File: config.mk
export PLATFORM = sky130hd
export DESIGN_NAME = clkratio_judge
export DESIGN_NICKNAME = d
export VERILOG_FILES = /design/src/rtl/clkratio_pkg.sv /design/src/rtl/clkratio_judge.sv
export SDC_FILE = /design/constraint.sdc
export NUM_CORES = 1
export LEC_CHECK = 0
export ABC_AREA = 1
export BUFFER_PORTS_ARGS = -buffer_cell sky130_fd_sc_hd__buf_2
export CORE_MARGIN = 2
export CORE_UTILIZATION = 40
export CTS_BUF_LIST = sky130_fd_sc_hd__clkbuf_16
export CTS_CLUSTER_DIAMETER = 50
export DETAILED_ROUTE_END_ITERATION = 6
export PLACE_DENSITY = 0.71
export SLEW_MARGIN = 30
export SYNTH_ARGS = -nofsm -noshare
export SYNTH_HDL_FRONTEND = slang
export SYNTH_SLANG_ARGS = --single-unit
File: constraint.sdc
create_clock -name clk -period 3.05 [get_ports clk]
set_input_delay 0.61 -clock clk [delete_from_list [all_inputs] [get_ports clk]]
set_output_delay 0.61 -clock clk [all_outputs]
set_load 0.02 [all_outputs]
File: src/rtl/clkratio_pkg.sv
package clkratio_pkg;

    typedef logic [2:0] rcode_t;

    localparam int     NUM_CLASSES = 6;
    localparam rcode_t RC_NONE     = 3'd7;
    localparam rcode_t RC_X64      = 3'd0;
    localparam rcode_t RC_X192     = 3'd2;
    localparam rcode_t RC_X384     = 3'd4;

    localparam int ERR_W       = 4;
    localparam int ERR_MRATIO  = 0;
    localparam int ERR_BCOUNT  = 1;
    localparam int ERR_COMBO   = 2;
    localparam int ERR_NOFRAME = 3;

    localparam int BITS_WIDE   = 64;
    localparam int BITS_NARROW = 48;

    // master-clock cycles per frame for each class code
    function automatic int class_nominal(input int c);
        case (c)
            0:       return 64;
            1:       return 128;
            2:       return 192;
            3:       return 256;
            4:       return 384;
            default: return 512;
        endcase
    endfunction

endpackage

File: src/rtl/clkratio_judge.sv
module clkratio_judge
    import clkratio_pkg::*;
#(
    parameter int CW        = 11,
    parameter int TOLERANCE = 2
) (
    input  logic             clk,
    input  logic             rst_n,
    input  logic             frame_evt,
    input  logic [CW-1:0]    period,
    input  logic [CW-1:0]    bcount,
    input  logic             timeout_evt,
    input  logic             quad_speed,
    input  logic             clr_we,
    input  logic [ERR_W-1:0] clr_data,
    output rcode_t           ratio_code,
    output logic             ratio_valid,
    output logic [ERR_W-1:0] err_flags
);
    typedef struct packed {
        rcode_t           code;
        logic             valid;
        logic [ERR_W-1:0] err;
        logic [CW-1:0]    prev_period;
        logic             prev_ok;
    } judge_t;

    judge_t j_q, j_d;

    function automatic rcode_t classify(input logic [CW-1:0] p);
        rcode_t res = RC_NONE;
        for (int c = NUM_CLASSES - 1; c >= 0; c--) begin
            if (int'(p) >= class_nominal(c) - TOLERANCE &&
                int'(p) <= class_nominal(c) + TOLERANCE)
                res = 3'(c);
        end
        return res;
    endfunction

    rcode_t           cls;
    logic             e_mratio, e_bcount, e_combo, frame_ok, close_match;
    logic [ERR_W-1:0] clr_mask;
    int               pdiff;

    always_comb begin
        j_d      = j_q;
        cls      = classify(period);
        clr_mask = clr_we ? clr_data : '0;
        j_d.err  = j_q.err & ~clr_mask;

        e_mratio = (cls == RC_NONE) || (cls == RC_X64 && !quad_speed);
        e_bcount = (cls != RC_X64) &&
                   (bcount != CW'(BITS_WIDE)) && (bcount != CW'(BITS_NARROW));
        e_combo  = (cls != RC_X64) && (cls != RC_NONE) &&
                   (bcount == CW'(BITS_NARROW)) &&
                   (cls != RC_X192) && (cls != RC_X384);
        frame_ok = !(e_mratio || e_bcount || e_combo);

        pdiff       = int'(period) - int'(j_q.prev_period);
        if (pdiff < 0) pdiff = -pdiff;
        close_match = (pdiff <= TOLERANCE) && (cls == j_q.code);

        if (frame_evt) begin
            j_d.code                = cls;
            j_d.valid               = frame_ok && j_q.prev_ok && close_match;
            j_d.prev_ok             = frame_ok;
            j_d.prev_period         = period;
            j_d.err[ERR_MRATIO]     = j_d.err[ERR_MRATIO] | e_mratio;
            j_d.err[ERR_BCOUNT]     = j_d.err[ERR_BCOUNT] | e_bcount;
            j_d.err[ERR_COMBO]      = j_d.err[ERR_COMBO]  | e_combo;
        end
        if (timeout_evt) begin
            j_d.valid             = 1'b0;
            j_d.prev_ok           = 1'b0;
            j_d.err[ERR_NOFRAME]  = 1'b1;
        end
    end

    always_ff @(posedge clk or negedge rst_n) begin
        if (!rst_n) begin
            j_q      <= '0;
            j_q.code <= RC_NONE;
        end else begin
            j_q <= j_d;
        end
    end

    assign ratio_code  = j_q.code;
    assign ratio_valid = j_q.valid;
    assign err_flags   = j_q.err;

    // bits that are set and not addressed by a clear this cycle
    logic [ERR_W-1:0] keep_bits;
    assign keep_bits = j_q.err & ~clr_mask;

    assert_sticky_hold_R7: assert property (@(posedge clk) disable iff (!rst_n)
        1'b1 |=> ((err_flags & $past(keep_bits)) == $past(keep_bits)));

    assert_valid_has_class_R5: assert property (@(posedge clk) disable iff (!rst_n)
        ratio_valid |-> (ratio_code != RC_NONE));

    assert_valid_on_frame_R5: assert property (@(posedge clk) disable iff (!rst_n)
        $rose(ratio_valid) |-> $past(frame_evt));

    assert_timeout_flags_R6: assert property (@(posedge clk) disable iff (!rst_n)
        timeout_evt |=> (err_flags[ERR_NOFRAME] && !ratio_valid));

    assert_slow_class_needs_quad_R2: assert property (@(posedge clk) disable iff (!rst_n)
        (frame_evt && classify(period) == RC_X64 && !quad_speed) |=> !ratio_valid);
endmodule

=== After elaboration in Yosys (flattened, before gate mapping) ===
Index checks and enable logic that the tools add are counted.
Widths: inputs -> output; s select.

* $add $sub $neg: 2
* Bitwise operators: 5
* Multiplexer cells: 12
* Magnitude comparators: 14
* Eq/ne operators: 8
* Reductions and logical operators: 24

{| class="wikitable"
|+ Operators by type and width
! cell !! number
|-
| $le 32x3->1 const B || 1
|-
| $mux 32 || 1
|-
| $neg 12->32 || 1
|-
| $ge 11x8->1 const B || 2
|-
| $ge 11x9->1 const B || 2
|-
| $le 11x8->1 const B || 2
|-
| $le 11x9->1 const B || 2
|-
| $logic_and 1x1->1 || 16
|-
| $mux 15 || 1
|-
| $lt 12x1->1 const B || 1
|-
| $mux 3 || 4
|-
| $sub 11x11->12 || 1
|-
| $eq 11x6->1 const B || 1
|-
| $ge 11x6->1 const B || 1
|-
| $ge 11x7->1 const B || 1
|-
| $le 11x10->1 const B || 1
|-
| $le 11x7->1 const B || 1
|-
| $ne 11x6->1 const B || 1
|-
| $ne 11x7->1 const B || 1
|-
| $mux 2 || 3
|-
| $ne 3x3->1 const B || 2
|-
| $and 4x4->4 || 1
|-
| $mux 4 || 1
|-
| $not 4->4 || 1
|-
| other kinds (10) || 16
|}

* Flip-flop bits (word level): 20
* Input port bits: 32

=== Longest topological paths before layout ===
Gate-level depths: netlist (run 1).

* Depth in word-level cells: 19
* Mapped depth: 19
* Mapped depth without buffers: 19

=== Least setup slack after synthesis (run 1) ===
Ideal clock, no wire load.

* Kind: input -> register
* Start point: in period[1]
* End point: reg j_q, in the netlist ratio_valid
* Buffers on the path: 1
* Cell stages on the path: 17
* Path slack: 585 ps
* Arrival time: 2,400 ps
* Setup time: 65 ps
* Cell sequence: buf_2 inv_1 fa_1 nand2_1 nor2_4 nand3_2 nor2_2 nand3_1 nand2_1 nand2_1 nand2_1 nand2_1 nor2_2 nand2_1 nor2_1 nand3_1 nand2_1

* Longest elaborated chain between the ends: 19
* Elaborated cells between the ends (all ways): 52

{| class="wikitable"
|+ Ends and longest elaborated chain
! what !! RTL line !! text
|-
| start, declared || clkratio_judge.sv:10 || <nowiki>input logic [CW-1:0] period,</nowiki>
|-
| branches (longest 16 deep; another with $neg 12->32) || n/a ||
|-
| $logic_and 1x1->1 * || clkratio_judge.sv:65 || <nowiki>j_d.valid = frame_ok && j_q.prev_ok && close_match;</nowiki>
|-
| $mux 1 * || clkratio_judge.sv:63 || <nowiki>if (frame_evt) begin</nowiki>
|-
| $mux 2 * || clkratio_judge.sv:72 || <nowiki>if (timeout_evt) begin</nowiki>
|-
| end signal, assigned || clkratio_judge.sv:84 || <nowiki>j_q <= j_d;</nowiki>
|-
| end, declared || clkratio_judge.sv:28 || <nowiki>judge_t j_q, j_d;</nowiki>
|}

Every way passes the cells marked *. The select of a mux whose other input is x is not followed.
A chain may end at the register's enable or synchronous reset.

=== Worst setup path in the final report (run 1) ===
* Start point: in period[0]
* End point: reg j_q, in the netlist ratio_valid

The elaborated chain is that of the path after synthesis.

==> results.json, run 1 <==
{
  "crit_arrival_ps": 2810,
  "internal_power_mw": 0.713,
  "clkPwrFrac_pct": 31.7,
  "ant_nets": 0,
  "rows": 28,
  "overflow": 0,
  "root_buffer": "clkbuf_16",
  "max_clock_freq_ghz": 0.382,
  "die_w_um": 81.0,
  "start_util_pct": 40.8,
  "tns_ps": 0,
  "r2r_start": "j_q[1]",
  "drt_iter0_markers": 174,
  "vias_per_cell": 4.91,
  "p_sw_mw": 0.423,
  "synth_compound_area_share_pct": 7.49,
  "postCtsResizedCells": 0,
  "layout_commonest_cell": "nand2_1",
  "cts.sinks": 20,
  "tritoncts": "done",
  "status": "completed",
  "worst_pin_slew_ps": 463,
  "grt_use_met1_pct": 24.5,
  "r2r_cells": 17,
  "p_comb_share_pct": 42.2,
  "netlist_instances": 411,
  "grt_usage_pct": 18.3,
  "place_congestion": 0.893,
  "syn-num-nets": 455,
  "grt_pass1_vias": 2263,
  "clkSlewWorstSetupHoldPaths_ps": 60,
  "layout-drive-gt1-share_pct": 16.1,
  "ys_types": 35,
  "power_mw": 1.14,
  "io_pins": 40,
  "post_cts_buffers": 0,
  "clockBufferDepth": 2,
  "synth-xor-area-share_pct": 1.11,
  "yosys_warnings": 0,
  "syn_to_final_growth_pct": 13.3,
  "synthAdderAreaFrac_pct": 6.64,
  "hp-class": "in2async",
  "routed_wl_um": 5780,
  "cts_buffers": 3,
  "slew_headroom_pct": 69.1,
  "syn_area_mm2": 0.00237,
  "worstPathMaxFanout": 5,
  "synth-seq-area-share_pct": 21.2,
  "grt_pass1_wl_um": 9690,
  "r2r_slack_ps": 620,
  "r2r_end": "ratio_valid",
  "clock_skew_ps": 3.05,
  "sw_frac_of_total_pct": 37.2,
  "total_leakage_power_nw": 1.53,
  "synth.mux.area_fraction_pct": 0,
  "finalSetupViolations": 0,
  "die_h_um": 81.0,
  "wl_per_cell_um": 11.2,
  "cts.htree.levels": 1,
  "sequentialPowerShare_pct": 26.1,
  "synth_top_family_by_area": "simple AND/OR/NAND/NOR gates",
  "synth.avg_cell_area_um2": 5.78,
  "hold_violations": 0,
  "worstSetupPathType": "in2reg",
  "nets": 487,
  "core-area_mm2": 0.00582,
  "cp.required_ps": 3240,
  "synth-simple-area-share_pct": 49.3,
  "ys_seq_elements": 20,
  "cts_hold_buf": 0,
  "top_usage_layer": "met2",
  "antenna_found_initial": 0,
  "drt_pass1_iterations": 4,
  "met3_usage_pct": 3.89,
  "period_minus_slack_ps": 2620,
  "hpwl_um": 4760,
  "io_buffers": 39,
  "slew_violations": 0,
  "rsz0062_at_grt": "false",
  "vias": 2538,
  "grt_max_degree": 27,
  "power_density_mw_per_mm2": 422,
  "drc": 0,
  "post-route-period-util_pct": 85.8,
  "antenna_cells": 0,
  "insertion_delay_ps": 250,
  "worst_setup_path_start_kind": "input pin",
  "fp.dieArea_mm2": 0.00657,
  "worst_setup_path_end_kind": "flop",
  "cap_violations": 0,
  "ir_drop_mv": 0.311,
  "most-common-layout-cells": "141 x nand2_1, 63 x inv_1, 46 x nand3_1",
  "met2_usage_pct": 31.2
}
kinds of logic after synthesis:
family / count (synthesis)
and+or+nand+nor: 264
buffers and inverters: 80
AOI/OAI and AO/OA: 32
DFF: 20
adders and majority gates: 12
xor gates and xnor gates: 3
worst max-delay path by stage:
stage | startpoint | to | slack (ps) | cells past startpoint
after floorplan | period[1] | ratio_valid | 590 | 17
after global placement | period[0] | ratio_valid | 200 | 19
after detailed placement | period[0] | ratio_valid | 190 | 19
after CTS | period[0] | ratio_valid | 440 | 19
after global routing | period[0] | ratio_valid | 140 | 19
final | period[0] | ratio_valid | 430 | 19
stage by stage:
step                      cell area, um2  hold slack [ps]  std cells  worst slack, ps  utilization [%]
final                               2690              308        517              433             46.3
after global routing                2690              347        517              140             46.3
after CTS                           2690              313        517              437             46.3
after detailed placement            2580              466        513              190             44.4
after global placement              2580              453        513              199             44.4
after floorplan                     2370              314        411              585                -
Yosys cell counts:
cell type | instances | area share, %
nand3b_1 | 4 | 1.3
clkbuf_1 | 3 | 0.47
o21ai_0 | 20 | 4.2
buf_4 | 7 | 2.2
nand3_2 | 2 | 0.84
and3_1 | 3 | 0.79
nand2_1 | 141 | 22
o21ai_1 | 2 | 0.42
nor3_1 | 4 | 0.84
nand2_2 | 7 | 1.8
a31oi_1 | 1 | 0.26
dfrtp_1 | 17 | 18
xor2_1 | 3 | 1.1
dfstp_2 | 3 | 3.3
buf_6 | 1 | 0.47
nor4_1 | 2 | 0.53
o21bai_1 | 1 | 0.32
nor2_2 | 3 | 0.79
nor3_2 | 1 | 0.42
nand2_4 | 1 | 0.47
buf_2 | 2 | 0.42
nor2_4 | 2 | 0.95
ha_1 | 11 | 5.8
and3_2 | 1 | 0.32
a21boi_0 | 1 | 0.32
a21oi_1 | 4 | 0.84
nor2_1 | 39 | 6.2
nand4_1 | 7 | 1.8
o21ai_2 | 1 | 0.37
fa_1 | 1 | 0.84
a21oi_2 | 2 | 0.74
nand3_1 | 46 | 9.7
inv_1 | 63 | 10
inv_2 | 4 | 0.63
and2_1 | 1 | 0.26
flip-flops by register name, summed over array words and instances, names as in the netlist:
signal       count
err_flags        4
j_q             12
ratio_code       3
ratio_valid      1
worst max-delay path, stage by stage:
cell and delay [ps]:
buf_2 120, inv_1 80, ha_1 220, fa_1 390, inv_1 140, nand3_1 120
nand2_1 150, nand2_1 90, nand2_1 70, nand2_1 50, nand2_1 160, nand2_1 70
nand2_1 60, nand2_1 60, xor2_1 130, nand2_1 70, nor2_1 100, nand3_1 70
nand2_1 60
power by group through the flow:
stage / sequential (mW) / combinational (mW) / clock (mW)
floorplan: 0.299 / 0.371 / 0
global placement: 0.300 / 0.464 / 0
detailed placement: 0.301 / 0.472 / 0
CTS: 0.297 / 0.476 / 0.367
global route: 0.299 / 0.550 / 0.378
finish: 0.296 / 0.479 / 0.360
per-layer routing:
layer  up-vias  wire (um)  part of all wire, %
met5         -          0                    0
met2        58       2650                   46
met3         4        260                  4.5
met4         0         31                 0.54
met1      1125       2830                   49
li1       1351          -                    -
layout make-up:
type / count / area (um2)
multi-input cells: 311 / 1530
inverters: 67 / 251
well taps: 75 / 93.8
clock buffers: 3 / 75.1
clock inverters: 1 / 30.0
fillers: 614 / 3130
flip-flops and latches: 20 / 504
repair buffers: 40 / 203
(Power assumes the default switching activity.)
==> run 2, diff against run 1 <==
Settings changed: ABC_AREA 1 to unset, PLACE_DENSITY 0.71 to 0.72.
==> results.json, run 2 <==
{
  "worst_setup_path_end_kind": "flop",
  "cts_hold_buf": 0,
  "p_comb_share_pct": 42.5,
  "r2r_slack_ps": 140,
  "p_sw_mw": 0.379,
  "cts.sinks": 20,
  "io_pins": 40,
  "post-route-period-util_pct": 96.7,
  "cp_top_family": "compound AO/OA/AOI/OAI gates",
  "post-synth-top-area-cell": "dfrtp_1",
  "start_util_pct": 41.7,
  "clkPwrFrac_pct": 32.1,
  "die_w_um": 74.4,
  "drc": 0,
  "synth_top_area_share_pct": 21.4,
  "syn_area_mm2": 0.00198,
  "hold_violations": 0,
  "grt_usage_pct": 19.7,
  "async_reset_ff_share_pct": 100,
  "r2r_start": "j_q[1]",
  "most-common-layout-cells": "38 x buf_2, 31 x nand2_1, 30 x buf_4",
  "crit_buf_inv": 2,
  "place_congestion": 0.892,
  "slew_violations": 0,
  "max_clock_freq_ghz": 0.339,
  "synth.area.top_cells": "dfrtp_1 21%, ha_1 6.9%, nand2_1 5.9%",
  "yosys_warnings": 0,
  "hp-class": "in2async",
  "crit_start": "period[0]",
  "worst_pin_slew_ps": 477,
  "synth-seq-area-share_pct": 25.4,
  "drt_pass1_iterations": 4,
  "final_util_pct": 54.3,
  "crit_path_end": "ratio_valid",
  "antenna_cells": 0,
  "period_minus_slack_ps": 2950,
  "cts_buffers": 3,
  "crit_arrival_ps": 3090,
  "cap_violations": 0,
  "largest_register_ffs": 12,
  "vias_per_cell": 5.49,
  "nets": 351,
  "power_mw": 1.14,
  "synth.avg_cell_area_um2": 8.03,
  "ys_types": 59,
  "hpwl_um": 4080,
  "grt_pass1_vias": 1926,
  "syn-num-nets": 291,
  "grt_pass1_wl_um": 8660,
  "die_h_um": 74.4,
  "root_buffer": "clkbuf_16",
  "r2r_end": "ratio_valid",
  "crit_chain": "buf_6 > inv_2 > ha_4 > fa_2 > nor2b_2 > o31a_1 > mux2i_1 > a41oi_2 > a211o_4 > nor4_1 > nor4_2 > o2111ai_1 > o21ai_1",
  "insertion_delay_ps": 250,
  "layout-drive-gt1-share_pct": 35.0,
  "clockBufferDepth": 2,
  "ant_nets": 0,
  "synth_edf_count": 0,
  "worst_setup_path_start_kind": "input pin",
  "cp.required_ps": 3190,
  "syn_to_final_growth_pct": 30.1,
  "tritoncts": "done",
  "overflow": 0,
  "core-area_mm2": 0.00475,
  "internal_power_mw": 0.761,
  "vias": 2046,
  "ys_seq_elements": 20,
  "r2r_cells": 11,
  "grt_max_degree": 30,
  "yosysMostFrequentCell": "nand2_1",
  "routed_wl_um": 5280,
  "ir_drop_mv": 0.192,
  "antenna_found_initial": 0,
  "sw_frac_of_total_pct": 33.2,
  "crit_cells": 13,
  "fp.dieArea_mm2": 0.00554,
  "rows": 25,
  "ys_top_cells_by_count": "31 x nand2_1, 22 x o21ai_0, 18 x inv_1",
  "netlist_instances": 247,
  "sequentialPowerShare_pct": 25.5,
  "clkSlewWorstSetupHoldPaths_ps": 60,
  "power_density_mw_per_mm2": 441,
  "worstSetupPathType": "in2reg",
  "status": "completed",
  "synthFlopType": "dfrtp_1",
  "slowest_delay_ps": 420,
  "layout_commonest_cell": "buf_2",
  "regMostFlops": "j_q",
  "total_leakage_power_nw": 1.14,
  "drt_iter0_markers": 108,
  "worstPathMaxFanout": 4,
  "clock_skew_ps": 1.08,
  "cts.htree.levels": 1,
  "finalSetupViolations": 0,
  "slew_headroom_pct": 68.2,
  "io_buffers": 39,
  "slowest_stage": "a211o_4",
  "wl_per_cell_um": 14.1
}
==> run 2: cell count changes after synthesis, moves of 6 or more <==
cell	change
xor2_1	+7
nand2_2	-6
nand2_1	-110
nor2_1	-26
a21oi_1	+11
nand3_1	-44
or2_2	+7
inv_1	-45
==> run 2: metrics by stage <==
| stage | area [um2] | setup TNS (ps) | setup WS (ps) | hold slack, ps | std cells |
|---|---|---|---|---|---|
| 6_report | 2580 | 0 | 99.4 | 306 | 373 |
| 5_1_grt | 2580 | -39.9 | -39.9 | 339 | 373 |
| 4_1_cts | 2510 | 0 | 123 | 322 | 372 |
| 3_5_place_dp | 2400 | -142 | -142 | 473 | 368 |
| 3_3_place_gp | 2400 | -46.7 | -46.7 | 454 | 368 |
| 2_1_floorplan | 1990 | 0 | 20.7 | 314 | 247 |
==> run 2: final cells by class <==
class	instances	area, um2
Tap cell	67	83.8
Multi-Input combinational cell	195	1400
Fill cell	469	2170
Clock inverter	1	30.0
Sequential cell	20	504
Clock buffer	3	75.1
Timing Repair Buffer	69	427
Inverter	18	67.6
==> run 2: cell families (layout without fill, tap and decap cells) <==
family	count (synthesis)	after routing	synth area share, %
simple gates	89	89	25.0
fa+ha+maj	12	12	7.94
buf+inv	32	91	7.44
mux	4	4	2.21
flops	20	20	25.4
compound gates	75	75	25.4
xor+xnor	15	15	6.62
==> run 2: per-layer routing <==
layer	track usage [%]	up-vias	wire (um)
met3	2.85	8	203
met5	0	-	0
li1	-	1019	-
met2	33.6	57	2630
met1	25.8	962	2360
met4	5.75	0	85
==> run 2: how the worst min path moves through the flow <==
| stage | to | slack, ps | depth (start not counted) |
|---|---|---|---|
| 4_1_cts | j_q[9] | 320 | 1 |
| 3_5_place_dp | err_flags[3] | 470 | 1 |
| 6_report | err_flags[1] | 310 | 1 |
| 5_1_grt | err_flags[2] | 340 | 1 |
| 2_1_floorplan | err_flags[0] | 310 | 0 |
| 3_3_place_gp | err_flags[3] | 450 | 1 |
==> run 2: power by group through the flow <==
stage	logic (mW)	registers [mW]	clock network (mW)
after floorplan	0.277	0.292	0
after global placement	0.435	0.294	0
after global routing	0.528	0.292	0.382
after CTS	0.449	0.290	0.369
final	0.484	0.290	0.366
after detailed placement	0.443	0.294	0
==> run 2: what timing repair did <==
item,4_1_cts,5_1_grt
resized for setup,0,12
setup endpoints to repair,0,1
setup buffers,0,1
endpoints found under the hold margin,0,0
